**config.mk**
```make
export PLATFORM = sky130hd
export DESIGN_NAME = hofs_top
export DESIGN_NICKNAME = d
export VERILOG_FILES = /design/src/rtl/hofs_pkg.sv /design/src/rtl/hofs_snap_pipe.sv /design/src/rtl/hofs_avg.sv /design/src/rtl/hofs_select.sv /design/src/rtl/hofs_top.sv
export SDC_FILE = /design/constraint.sdc
export NUM_CORES = 1
export LEC_CHECK = 0
export ABC_AREA = 1
export BUFFER_PORTS_ARGS = -buffer_cell sky130_fd_sc_hd__buf_2
export CAP_MARGIN = 25
export CELL_PAD_IN_SITES_DETAIL_PLACEMENT = 1
export CELL_PAD_IN_SITES_GLOBAL_PLACEMENT = 2
export CORE_UTILIZATION = 35
export DETAILED_ROUTE_END_ITERATION = 8
export PLACE_DENSITY_LB_ADDON = 0.1
export SETUP_SLACK_MARGIN = 0.4
export SYNTH_ARGS = -nofsm -noshare
export SYNTH_HDL_FRONTEND = slang
export SYNTH_HIERARCHICAL = 1
export SYNTH_SLANG_ARGS = --single-unit
export TNS_END_PERCENT = 5
```
**constraint.sdc**
```tcl
create_clock -name clk -period 9.71 [get_ports clk]
set_input_delay 0.4855 -clock clk [delete_from_list [all_inputs] [get_ports clk]]
set_output_delay 0.4855 -clock clk [all_outputs]
set_load 0.01 [all_outputs]
```
**src/rtl/hofs_pkg.sv**
```systemverilog
package hofs_pkg;

    typedef enum logic [1:0] {
        SRC_SNAP = 2'd0,
        SRC_AVG  = 2'd1,
        SRC_FREE = 2'd2
    } hofs_src_e;

    // Source priority: free-run overrides everything, then the average if one exists.
    function automatic hofs_src_e pick_src(input logic free_run,
                                           input logic want_avg,
                                           input logic avg_ok);
        if (free_run)
            return SRC_FREE;
        else if (want_avg && avg_ok)
            return SRC_AVG;
        else
            return SRC_SNAP;
    endfunction

endpackage

```
**src/rtl/hofs_snap_pipe.sv**
```systemverilog
module hofs_snap_pipe #(
    parameter int FW      = 24,
    parameter int SNAP_MS = 50
) (
    input  logic                 clk,
    input  logic                 rst,
    input  logic                 tick,
    input  logic signed [FW-1:0] freq_in,
    output logic signed [FW-1:0] snap_old
);
    localparam int SW = (SNAP_MS > 1) ? $clog2(SNAP_MS) : 1;
    localparam logic [SW-1:0] LAST = SW'(SNAP_MS - 1);

    logic [SW-1:0]         ms_cnt;
    logic signed [FW-1:0]  snap_new;

    always_ff @(posedge clk) begin
        if (rst) begin
            ms_cnt   <= '0;
            snap_new <= '0;
            snap_old <= '0;
        end else if (tick) begin
            if (ms_cnt == LAST) begin
                ms_cnt   <= '0;
                snap_old <= snap_new;
                snap_new <= freq_in;
            end else begin
                ms_cnt <= ms_cnt + 1'b1;
            end
        end
    end

endmodule

```
**src/rtl/hofs_avg.sv**
```systemverilog
module hofs_avg #(
    parameter int FW        = 24,
    parameter int AVG_LEN   = 1000,
    parameter int DIV_SHIFT = 40
) (
    input  logic                 clk,
    input  logic                 rst,
    input  logic                 tick,
    input  logic                 locked,
    input  logic                 rdy_clr,
    input  logic signed [FW-1:0] freq_in,
    output logic signed [FW-1:0] avg_word,
    output logic                 avg_ok,
    output logic                 ready
);
    localparam int CW = $clog2(AVG_LEN);
    localparam int AW = FW + CW + 1;
    localparam int PW = AW + 64;
    localparam longint unsigned RECIP =
        ((64'd1 << DIV_SHIFT) + 64'(AVG_LEN) - 64'd1) / 64'(AVG_LEN);
    localparam logic [CW-1:0] LAST = CW'(AVG_LEN - 1);

    logic [CW-1:0]         n_cnt;
    logic signed [AW-1:0]  acc;
    logic signed [AW-1:0]  sum_next;
    logic signed [PW-1:0]  sum_w;
    logic signed [PW-1:0]  rec_w;
    logic signed [PW-1:0]  prod;
    logic signed [PW-1:0]  rounded;
    logic signed [FW-1:0]  quot;

    // Division by AVG_LEN as multiply by a ceiling reciprocal, rounded to nearest.
    always_comb begin
        sum_next = acc + AW'(freq_in);
        sum_w    = PW'(sum_next);
        rec_w    = PW'(RECIP);
        prod     = sum_w * rec_w;
        rounded  = (prod + (PW'(1) <<< (DIV_SHIFT - 1))) >>> DIV_SHIFT;
        quot     = rounded[FW-1:0];
    end

    always_ff @(posedge clk) begin
        if (rst) begin
            acc      <= '0;
            n_cnt    <= '0;
            avg_word <= '0;
            avg_ok   <= 1'b0;
            ready    <= 1'b0;
        end else begin
            if (rdy_clr)
                ready <= 1'b0;
            if (!locked) begin
                acc   <= '0;
                n_cnt <= '0;
            end else if (tick) begin
                if (n_cnt == LAST) begin
                    acc      <= '0;
                    n_cnt    <= '0;
                    avg_word <= quot;
                    avg_ok   <= 1'b1;
                    ready    <= 1'b1;
                end else begin
                    acc   <= sum_next;
                    n_cnt <= n_cnt + 1'b1;
                end
            end
        end
    end

endmodule

```
**src/rtl/hofs_select.sv**
```systemverilog
module hofs_select
    import hofs_pkg::*;
#(
    parameter int FW = 24,
    parameter int OW = 16
) (
    input  logic                 mode_fr,
    input  logic                 avg_en,
    input  logic                 avg_ok,
    input  logic signed [FW-1:0] snap_word,
    input  logic signed [FW-1:0] avg_word,
    input  logic signed [OW-1:0] off_word,
    output logic signed [FW-1:0] pick_word
);
    hofs_src_e src;

    always_comb begin
        src = pick_src(mode_fr, avg_en, avg_ok);
        unique case (src)
            SRC_FREE: pick_word = FW'(off_word);
            SRC_AVG:  pick_word = avg_word;
            default:  pick_word = snap_word;
        endcase
    end

endmodule

```
**src/rtl/hofs_top.sv**
```systemverilog
module hofs_top #(
    parameter int FW        = 24,
    parameter int OW        = 16,
    parameter int SNAP_MS   = 50,
    parameter int AVG_LEN   = 1000,
    parameter int DIV_SHIFT = 40
) (
    input  logic          clk,
    input  logic          rst,
    input  logic          tick_1ms,
    input  logic          locked,
    input  logic          ho_enter,
    input  logic          mode_fr,
    input  logic          avg_en,
    input  logic          rdy_clr,
    input  logic [FW-1:0] integ_freq,
    input  logic [OW-1:0] mclk_off,
    output logic [FW-1:0] ho_freq,
    output logic          ho_ready
);
    logic signed [FW-1:0] snap_dly;
    logic signed [FW-1:0] avg_word;
    logic signed [FW-1:0] pick_word;
    logic                 avg_ok;

    hofs_snap_pipe #(.FW(FW), .SNAP_MS(SNAP_MS)) u_snap (
        .clk      (clk),
        .rst      (rst),
        .tick     (tick_1ms),
        .freq_in  ($signed(integ_freq)),
        .snap_old (snap_dly)
    );

    hofs_avg #(.FW(FW), .AVG_LEN(AVG_LEN), .DIV_SHIFT(DIV_SHIFT)) u_avg (
        .clk      (clk),
        .rst      (rst),
        .tick     (tick_1ms),
        .locked   (locked),
        .rdy_clr  (rdy_clr),
        .freq_in  ($signed(integ_freq)),
        .avg_word (avg_word),
        .avg_ok   (avg_ok),
        .ready    (ho_ready)
    );

    hofs_select #(.FW(FW), .OW(OW)) u_sel (
        .mode_fr   (mode_fr),
        .avg_en    (avg_en),
        .avg_ok    (avg_ok),
        .snap_word (snap_dly),
        .avg_word  (avg_word),
        .off_word  ($signed(mclk_off)),
        .pick_word (pick_word)
    );

    always_ff @(posedge clk) begin
        if (rst)
            ho_freq <= '0;
        else if (ho_enter)
            ho_freq <= pick_word;
    end

endmodule

```
==> results of run 1 <==
## state kept, by name, indices dropped and copies added, names as in the netlist
register	cells
u_snap/snap_old	24
ho_freq	24
u_snap/snap_new	24
u_avg/avg_word	24
u_avg/acc	35
u_avg/avg_ok	1
u_snap/ms_cnt	6
u_avg/n_cnt	10
u_avg/ready	1
## how the worst max path moves through the flow
stage                  start                  to  slack (ps)  cells past startpoint
3_5_place_dp   integ_freq[6]  u_avg/avg_word[23]        -300                     50
4_1_cts         u_avg/acc[4]  u_avg/avg_word[13]         380                     47
5_1_grt         u_avg/acc[0]  u_avg/avg_word[18]         340                     48
3_3_place_gp   integ_freq[6]  u_avg/avg_word[12]         -90                     50
6_report        u_avg/acc[4]   u_avg/avg_word[8]         720                     51
2_1_floorplan  integ_freq[6]  u_avg/avg_word[23]         490                     49
## through the flow
stage	area, um^2	util [%]	setup WS [ps]	setup TNS, ps
3_5_place_dp	32500	41.2	-295	-3290
3_3_place_gp	32500	41.2	-87.9	-452
2_1_floorplan	27800	-	492	0
5_1_grt	35300	44.8	338	0
6_report	35300	44.8	723	0
4_1_cts	33500	42.4	377	0
## cell usage in the layout, fill, tap and decap left out, drive strengths merged, types with 5 or more instances in the layout
master,count
inv,1019
nand2,818
buf,548
ha,386
fa,375
nor2,338
nand3,184
a21oi,159
dfxtp,149
o21ai,78
xor2,50
xnor2,33
nand4,30
nor3,24
o21bai,20
clkbuf,18
o21a,15
a21o,12
or2,11
o211ai,8
nand3b,6
nor4,6
a31oi,5
## kinds of logic (layout without fill, tap and decap cells)
group           count (synthesis)  after routing  synth area share (%)
buf+inv                      1068           1591                  14.8
fa+ha+maj                     761            761                  44.3
flops                         149            149                  10.7
simple gates                 1423           1423                  21.1
compound gates                307            307                  6.35
xor+xnor                       83             83                  2.79
## what timing repair did
action                                  in CTS  in global routing
endpoints found under the setup margin      22                 23
gates cloned                                 0                  0
pin swaps                                   13                187
setup buffers                                7                 37
gates resized for setup                     83                388
## per-layer routing
| metal | up-vias | GRT usage, % | wire [um] |
|---|---|---|---|
| met5 | - | 0 | 0 |
| met4 | 0 | 3.92 | 1740 |
| met3 | 70 | 2.28 | 3020 |
| met2 | 312 | 43.5 | 49700 |
| met1 | 12400 | 37.1 | 51100 |
| li1 | 12400 | - | - |
## final cells by class
cell class	instances	area [um^2]
clock buffer	18	439
clock inverter	14	178
fill	9817	43500
inverter	1011	3800
multi-input combinational	2574	22600
sequential	149	3000
tap	1050	1310
timing repair buffer	548	4060
## worst max-delay path, delay by kind of cell, from the launching register on
kind / cells / cell delay (ps)
adder cells (fa/ha/maj): 10 / 4330
AND/OR/NAND/NOR: 19 / 2030
buffers and inverters: 16 / 1240
AO/OA/AOI/OAI: 5 / 780
flip-flops: 1 / 360
XOR/XNOR: 1 / 130
==> reports/summary.txt, run 1 <==
Worst skew pair latency: 470 ps
Mapped Area: 27800 um^2
EDFF count, synth: 0
First-pass GRT wire length: 159000 um
Largest area contributor in the netlist: fa_1
Top FF cell, synth: dfxtp_1
CTS tree: built
Port-buffer cells: 72
Largest net degree at the start of global routing: 59
RSZ-0062 raised after global routing: yes
Grt total ovfl: 0
Layout Nets: 5110
I/O pin count: 73
# H-tree levels: 4
CTS Buf Count: 17
DP HPWL: 92400 um
Register area share after synthesis: 10.7%
Core area: 78900 um^2
Synth Instances: 3791
R2R Setup Slk: 720 ps
Syn_nets: 4600
CP startpoint kind: flop
MaxCap Viol Count: 0
Clk pin slew, worst setup/hold paths: 70 ps
Clock buffer depth: 2
Row count: 103
Cell Count Post-Placement: 5287
Vias in the first global route: 26600
Post-synth cell types: 51
Hold Slack: 287 ps
Tmin final: 8990 ps
Initial antenna violation count: 0
Arr. time, crit path: 9340 ps
Setup CP Type: flop to flop
FF-to-FF End: u_avg/avg_word[8]
Post-route ant nets: 0
CP max stage cell: fa_2
Syn Area/Cell: 7.35 um^2
CP peak stage delay: 580 ps
Share of layout cells above drive strength 1: 23.0%
R2R cell count: 51
Commonest cells in the synthesized netlist: inv_1 (1002), nand2_1 (810), ha_1 (386)
Area grow syn2layout: 26.9%
Max Slew Vio Count: 0
Final period utilization: 92.6%
Top cells by area, synth: fa_1 (27%), ha_1 (17%), inv_1 (14%), nand2_1 (11%), dfxtp_1 (11%)
Via count: 25200
Routability cong.: 0.912
WL per Instance: 19.7 um
CP most frequent cell: inv_2
Critical Path End Type: flop
FF+latch count, synth: 149
Starting Density: 35.3%
ANT cells: 0
Die W: 284 um
Hold Fails Final Rpt: 0
Outcome: complete, no violations
Residual DRC: 0
Die height: 284 um
Fmax: 0.111 GHz
Hold Path Stages: 4
RR Startpoint: u_avg/acc[4]
DR iter-0 viols: 1169
Number of vias per cell: 4.70
FFs w/ async S/R, synth: 0%
Pre-Repair DR Iteration Count: 5
CP max FO: 5
Rel. slew slack: 34.3%
Hold_buf cts: 0
Hold EP: u_avg/ready
Clock root buffer: clkbuf_16
Final cell count without fillers: 5364
Count of final setup violators: 0
Worst Hold Launch: rdy_clr
Worst Max-Slew Pin Slew: 983 ps
Synthesis Warnings: 6
Die area: 80700 um^2
Synth top area share: 27.0%
CTS Sinks: 149
Skew final: 24.9 ps
WL final: 106000 um
Worst EP required: 10060 ps
GRT Resource Usage Total: 26.0%
Top-count cell post-synth: inv_1
HP Class: primary input to flop
Power of run 1 is left out: the tool's default activity adds up to more than one toggle a clock period on the data nets, which glitch-free logic cannot reach.
==> run 2: changes to the inputs <==
--- a/config.mk
+++ b/config.mk
@@ -6,14 +6,16 @@
 export NUM_CORES = 1
 export LEC_CHECK = 0
 export ABC_AREA = 1
-export BUFFER_PORTS_ARGS = -buffer_cell sky130_fd_sc_hd__buf_2
+export BUFFER_PORTS_ARGS = -buffer_cell sky130_fd_sc_hd__buf_4
 export CAP_MARGIN = 25
 export CELL_PAD_IN_SITES_DETAIL_PLACEMENT = 1
 export CELL_PAD_IN_SITES_GLOBAL_PLACEMENT = 2
 export CORE_UTILIZATION = 35
+export CTS_BUF_LIST = sky130_fd_sc_hd__clkbuf_2 sky130_fd_sc_hd__clkbuf_4 sky130_fd_sc_hd__clkbuf_8
 export DETAILED_ROUTE_END_ITERATION = 8
 export PLACE_DENSITY_LB_ADDON = 0.1
 export SETUP_SLACK_MARGIN = 0.4
+export SLEW_MARGIN = 5
 export SYNTH_ARGS = -nofsm -noshare
 export SYNTH_HDL_FRONTEND = slang
 export SYNTH_HIERARCHICAL = 1
==> reports/summary.txt, run 2 (synthesized netlist as in run 1, its figures left out) <==
Outcome: complete, no violations
Max Slew Vio Count: 0 (unchanged)
CP most frequent cell: inv_1
DR iter-0 viols: 1141 (-2.4%)
Worst Max-Slew Pin Slew: 976 ps (-6.85 ps)
Number of flip-flops under the largest register name: 35 (unchanged)
CP max stage cell: fa_1
DRT met1 WL: 52200 um (+2.1%)
GRT Resource Usage Total: 26.1% (+0.086 points)
Clock buffer depth: 2 (unchanged)
# H-tree levels: 4 (unchanged)
ANT cells: 0 (unchanged)
MaxCap Viol Count: 0 (unchanged)
Final period utilization: 95.2% (+2.7 points)
Hold_buf cts: 0 (unchanged)
Hold Fails Final Rpt: 0 (unchanged)
I/O pin count: 73 (unchanged)
CTS Sinks: 149 (unchanged)
Grt total ovfl: 0 (unchanged)
WL per Instance: 19.5 um (-0.69%)
Row count: 103 (unchanged)
CP max FO: 4 (-1)
Starting Density: 35.3% (unchanged)
Worst skew pair latency: 520 ps (+50 ps)
Final cell count without fillers: 5322 (-0.78%)
Hold EP: u_avg/ready
Core area: 78900 um^2 (unchanged)
Die area: 80700 um^2 (unchanged)
Pre-Repair DR Iteration Count: 5 (unchanged)
Fin area: 33700 um^2 (-4.6%)
Uppermost layer routed: met5
Rel. slew slack: 34.8% (+0.46 points)
Worst EP required: 10170 ps (+110 ps)
Hold Path Stages: 4 (unchanged)
Number of vias per cell: 4.66 (-0.77%)
Met3 wire length: 2210 um (-27%)
Commonest non-fill, non-tap cells in the layout: inv_1 (998), nand2_1 (780), buf_4 (501)
Vias in the first global route: 26500 (-0.44%)
Area grow syn2layout: 21.0%
Clk pin slew, worst setup/hold paths: 110 ps (+40 ps)
Fmax: 0.108 GHz (-2.8%)
Skew final: 22.2 ps (-2.65 ps)
Largest register by flop count: u_avg/acc
CP peak stage delay: 560 ps (-20 ps)
Clock root buffer: clkbuf_8
Post-route ant nets: 0 (unchanged)
Cell Area, Placed: 32500 um^2 (+0.18%)
Initial antenna violation count: 1 (+1)
Setup CP Type: flop to flop
CP startpoint kind: flop
Commonest non-fill, non-tap cell in the layout: inv_1
R2R Setup Slk: 460 ps (-260 ps)
Wire length on met2: 48900 um (-1.7%)
Via count: 24800 (-1.5%)
RR Startpoint: u_avg/acc[5]
WL final: 104000 um (-1.5%)
Die height: 284 um (unchanged)
Share of layout cells above drive strength 1: 17.3% (-5.6 points)
Die W: 284 um (unchanged)
Tmin final: 9250 ps (+259 ps)
Port-buffer cells: 72 (unchanged)
Critical Path End Type: flop
CTS tree: built
Count of final setup violators: 0 (unchanged)
Worst Hold Launch: rdy_clr
Layout Nets: 5068 (-0.82%)
HP Class: primary input to flop
Routability cong.: 0.916 (+0.45%)
Largest net degree at the start of global routing: 59 (unchanged)
First-pass GRT wire length: 160000 um (+0.54%)
Cell Count Post-Placement: 5274 (-0.25%)
CTS Buf Count: 17 (unchanged)
FF-to-FF End: u_avg/avg_word[15]
R2R cell count: 51 (unchanged)
Post-route setup TNS: 0 ps (unchanged)
RSZ-0062 raised after global routing: yes
Arr. time, crit path: 9710 ps (+370 ps)
DP HPWL: 92300 um (-0.13%)
Residual DRC: 0 (unchanged)
==> run 2: cell types whose count changed in the layout (fill, tap and decap cells not counted), moves of 22 or more <==
cell     change
buf_4       +43
ha_1        +31
inv_2       -35
inv_1       +37
buf_2       -72
nand2_1     +48
ha_4        -25
nor2_4      -23
nor2_1      +22
nand2_2     -29
==> run 2: layer usage <==
layer / track usage, % / vias to the layer above
met5: 0 / -
met4: 2.85 / 2
met3: 1.92 / 40
met2: 43.8 / 223
met1: 37.7 / 12200
li1: - / 12300
==> run 2: worst max path at each step <==
stage / slack [ps] / cells after the start / to / from
after global routing: -70 / 46 / u_avg/avg_word[15] / u_avg/acc[3]
after floorplan: 490 / 49 / u_avg/avg_word[23] / integ_freq[6]
after detailed placement: -250 / 45 / u_avg/avg_word[23] / integ_freq[0]
after CTS: 400 / 49 / u_avg/avg_word[16] / u_avg/acc[0]
final: 460 / 51 / u_avg/avg_word[15] / u_avg/acc[5]
after global placement: -100 / 46 / u_avg/avg_word[15] / integ_freq[0]
==> run 2: worst max-delay path: cells and delay by family (launching register included) <==
kind,cells,cell delay (ps)
simple gates,20,2460
flops,1,340
buf+inv,14,940
fa+ha+maj,11,4580
compound gates,5,610
xor+xnor,1,200
==> run 2: cell type report <==
cell class	count	area [um^2]
clock inverters	10	85.1
inverters	1011	3790
multi-input cells	2574	21400
flip-flops and latches	149	2990
well taps	1050	1310
clock buffers	22	290
repair buffers	506	3840
fillers	10000	45200
==> run 2: per-stage QoR <==
stage / worst slack, ps / hold WS, ps / utilization, %
after floorplan: 492 / 441 / -
after global placement: -98.1 / 449 / 41.3
after detailed placement: -249 / 461 / 41.3
after CTS: 396 / 186 / 42.2
after global routing: -70.3 / 224 / 42.7
final: 464 / 235 / 42.7
==> run 2: repair_timing <==
action / CTS / global route
pin swaps: 14 / 30
endpoints found under the hold margin: 0 / 0
setup endpoints to repair: 22 / 23
resized for setup: 74 / 100
buffers inserted: 5 / 10
Power of run 2 is left out for the same reason.
==> run 3: changes to the inputs <==
==> constraint.sdc (replaced) <==
create_clock -name clk -period 9.71 [get_ports clk]
set_input_delay 0.971 -clock clk [delete_from_list [all_inputs] [get_ports clk]]
set_output_delay 0.971 -clock clk [all_outputs]
set_load 0.01 [all_outputs]
==> reports/summary.txt, run 3 (synthesized netlist as in run 1, its figures left out) <==
Number of flip-flops under the largest register name: 35 (unchanged)
Critical Path End Type: flop
Outcome: complete, no violations
WL per Instance: 19.7 um (+0.84%)
Area grow syn2layout: 30.3%
Rel. slew slack: 38.8% (+4.0 points)
Cell Area, Placed: 33400 um^2 (+2.5%)
First-pass GRT wire length: 159000 um (-0.38%)
ANT cells: 0 (unchanged)
Worst Max-Slew Pin Slew: 916 ps (-60.5 ps)
Post-route ant nets: 0 (unchanged)
Initial antenna violation count: 0 (-1)
Final period utilization: 94.0% (-1.2 points)
MaxCap Viol Count: 0 (unchanged)
R2R cell count: 49 (-3.9%)
Worst path top cell family by delay: adder cells
Worst Hold Launch: ho_freq[0]
Die area: 80700 um^2 (unchanged)
RSZ-0062 raised after global routing: yes
HP Class: flop to flop
R2R Setup Slk: 690 ps (+230 ps)
Port-buffer cells: 72 (unchanged)
Via count: 25500 (+2.6%)
Starting Density: 35.3% (unchanged)
Largest net degree at the start of global routing: 59 (unchanged)
Largest register by flop count: u_avg/acc
DP HPWL: 94000 um (+1.8%)
Hold Path Stages: 2 (-2)
Commonest non-fill, non-tap cell in the layout: inv_1
Share of layout cells above drive strength 1: 25.5% (+8.1 points)
Setup CP Type: primary input to flop
Number of vias per cell: 4.69 (+0.45%)
CP max stage cell: fa_1
CTS Sinks: 149 (unchanged)
Fmax: 0.110 GHz (+1.2%)
# H-tree levels: 4 (unchanged)
Fin area: 36300 um^2 (+7.6%)
Core area: 78900 um^2 (unchanged)
FF+latch area: 2980 um^2 (-0.21%)
CTS tree: built
Max Slew Vio Count: 0 (unchanged)
Hold Fails Final Rpt: 0 (unchanged)
DR iter-0 viols: 1055 (-7.5%)
Count of final setup violators: 0 (unchanged)
GRT Resource Usage Total: 26.3% (+0.15 points)
Multi-input gate area: 23000 um^2 (+7.4%)
Skew final: 39.5 ps (+17.3 ps)
FF-to-FF End: u_avg/avg_word[21]
Clock root buffer: clkbuf_8
Fillers: 9818 (-2.0%)
Layout Nets: 5181 (+2.2%)
CP peak stage delay: 540 ps (-20 ps)
Routability cong.: 0.933 (+1.9%)
I/O pin count: 73 (unchanged)
RR Startpoint: u_avg/acc[1]
Arr. time, crit path: 9560 ps (-150 ps)
Commonest non-fill, non-tap cells in the layout: inv_1 (948), nand2_1 (722), buf_4 (598)
WP buf/inv: 12 (-2)
Grt total ovfl: 0 (unchanged)
Tmin final: 9130 ps (-114 ps)
Pre-Repair DR Iteration Count: 5 (unchanged)
CP max FO: 6 (+2)
WL final: 107000 um (+3.0%)
Row count: 103 (unchanged)
CTS Buf Count: 17 (unchanged)
Worst skew pair latency: 550 ps (+30 ps)
CP startpoint kind: primary input
Die W: 284 um (unchanged)
Worst EP required: 10140 ps (-30 ps)
Die height: 284 um (unchanged)
Clk pin slew, worst setup/hold paths: 90 ps (-20 ps)
Hold_buf cts: 0 (unchanged)
Clock buffer depth: 2 (unchanged)
Vias in the first global route: 26800 (+1.2%)
Residual DRC: 0 (unchanged)
Hold EP: ho_freq[0]
[run 3: cell count changes in the layout (fill, tap and decap cells not counted), moves of 27 or more]
cell,delta
buf_4,+97
ha_1,-49
ha_4,+43
inv_1,-50
inv_2,+46
nand2_1,-58
nand2_2,+37
nor2_1,-27
[run 3: worst register-to-register path, delay by kind of cell, from the launching register on]
family / cells / cell delay (ps)
flip-flops: 1 / 470
buffers and inverters: 11 / 710
AND/OR/NAND/NOR: 22 / 2420
adder cells (fa/ha/maj): 11 / 4460
XOR/XNOR: 1 / 220
AO/OA/AOI/OAI: 4 / 650
[run 3: per-layer routing]
metal / up-vias / global-route usage [%] / routed length, um
li1: 12500 / - / -
met1: 12500 / 36.6 / 51900
met2: 309 / 42.2 / 49000
met3: 114 / 3.14 / 2860
met4: 0 / 8.66 / 3450
met5: - / 0 / 0
[run 3: worst max-delay path by stage]
stage                   startpoint                  to  cells past startpoint
finish               integ_freq[2]  u_avg/avg_word[21]                     50
global route         integ_freq[2]  u_avg/avg_word[18]                     54
CTS                 integ_freq[10]  u_avg/avg_word[10]                     49
detailed placement   integ_freq[0]  u_avg/avg_word[10]                     47
global placement     integ_freq[0]  u_avg/avg_word[10]                     47
floorplan            integ_freq[2]  u_avg/avg_word[21]                     49
[run 3: through the flow]
step           setup WS [ps]  std cells  hold WS, ps  util, %  setup TNS (ps)
6_report                 578       5435          474     46.0               0
5_1_grt                  280       5435          495     46.0               0
4_1_cts                  400       5396          472     43.5               0
3_5_place_dp            -636       5354          458     42.3          -11440
3_3_place_gp            -639       5352          451     42.3           -9380
2_1_floorplan            402       3791          441        -               0
[run 3: area by class of cell]
type / instances / share of cell area (%)
Clock buffer: 19 / 0.704
Clock inverter: 13 / 0.438
Inverter: 1011 / 10.5
Multi-Input combinational cell: 2574 / 63.3
Sequential cell: 149 / 8.23
Tap cell: 1050 / 3.62
Timing Repair Buffer: 619 / 13.2
[run 3: timing repair]
action | in CTS | in global routing
setup buffers | 10 | 39
pin swaps | 42 | 234
setup endpoints to repair | 23 | 23
resized for setup | 114 | 393
Power of run 3 is left out for the same reason.
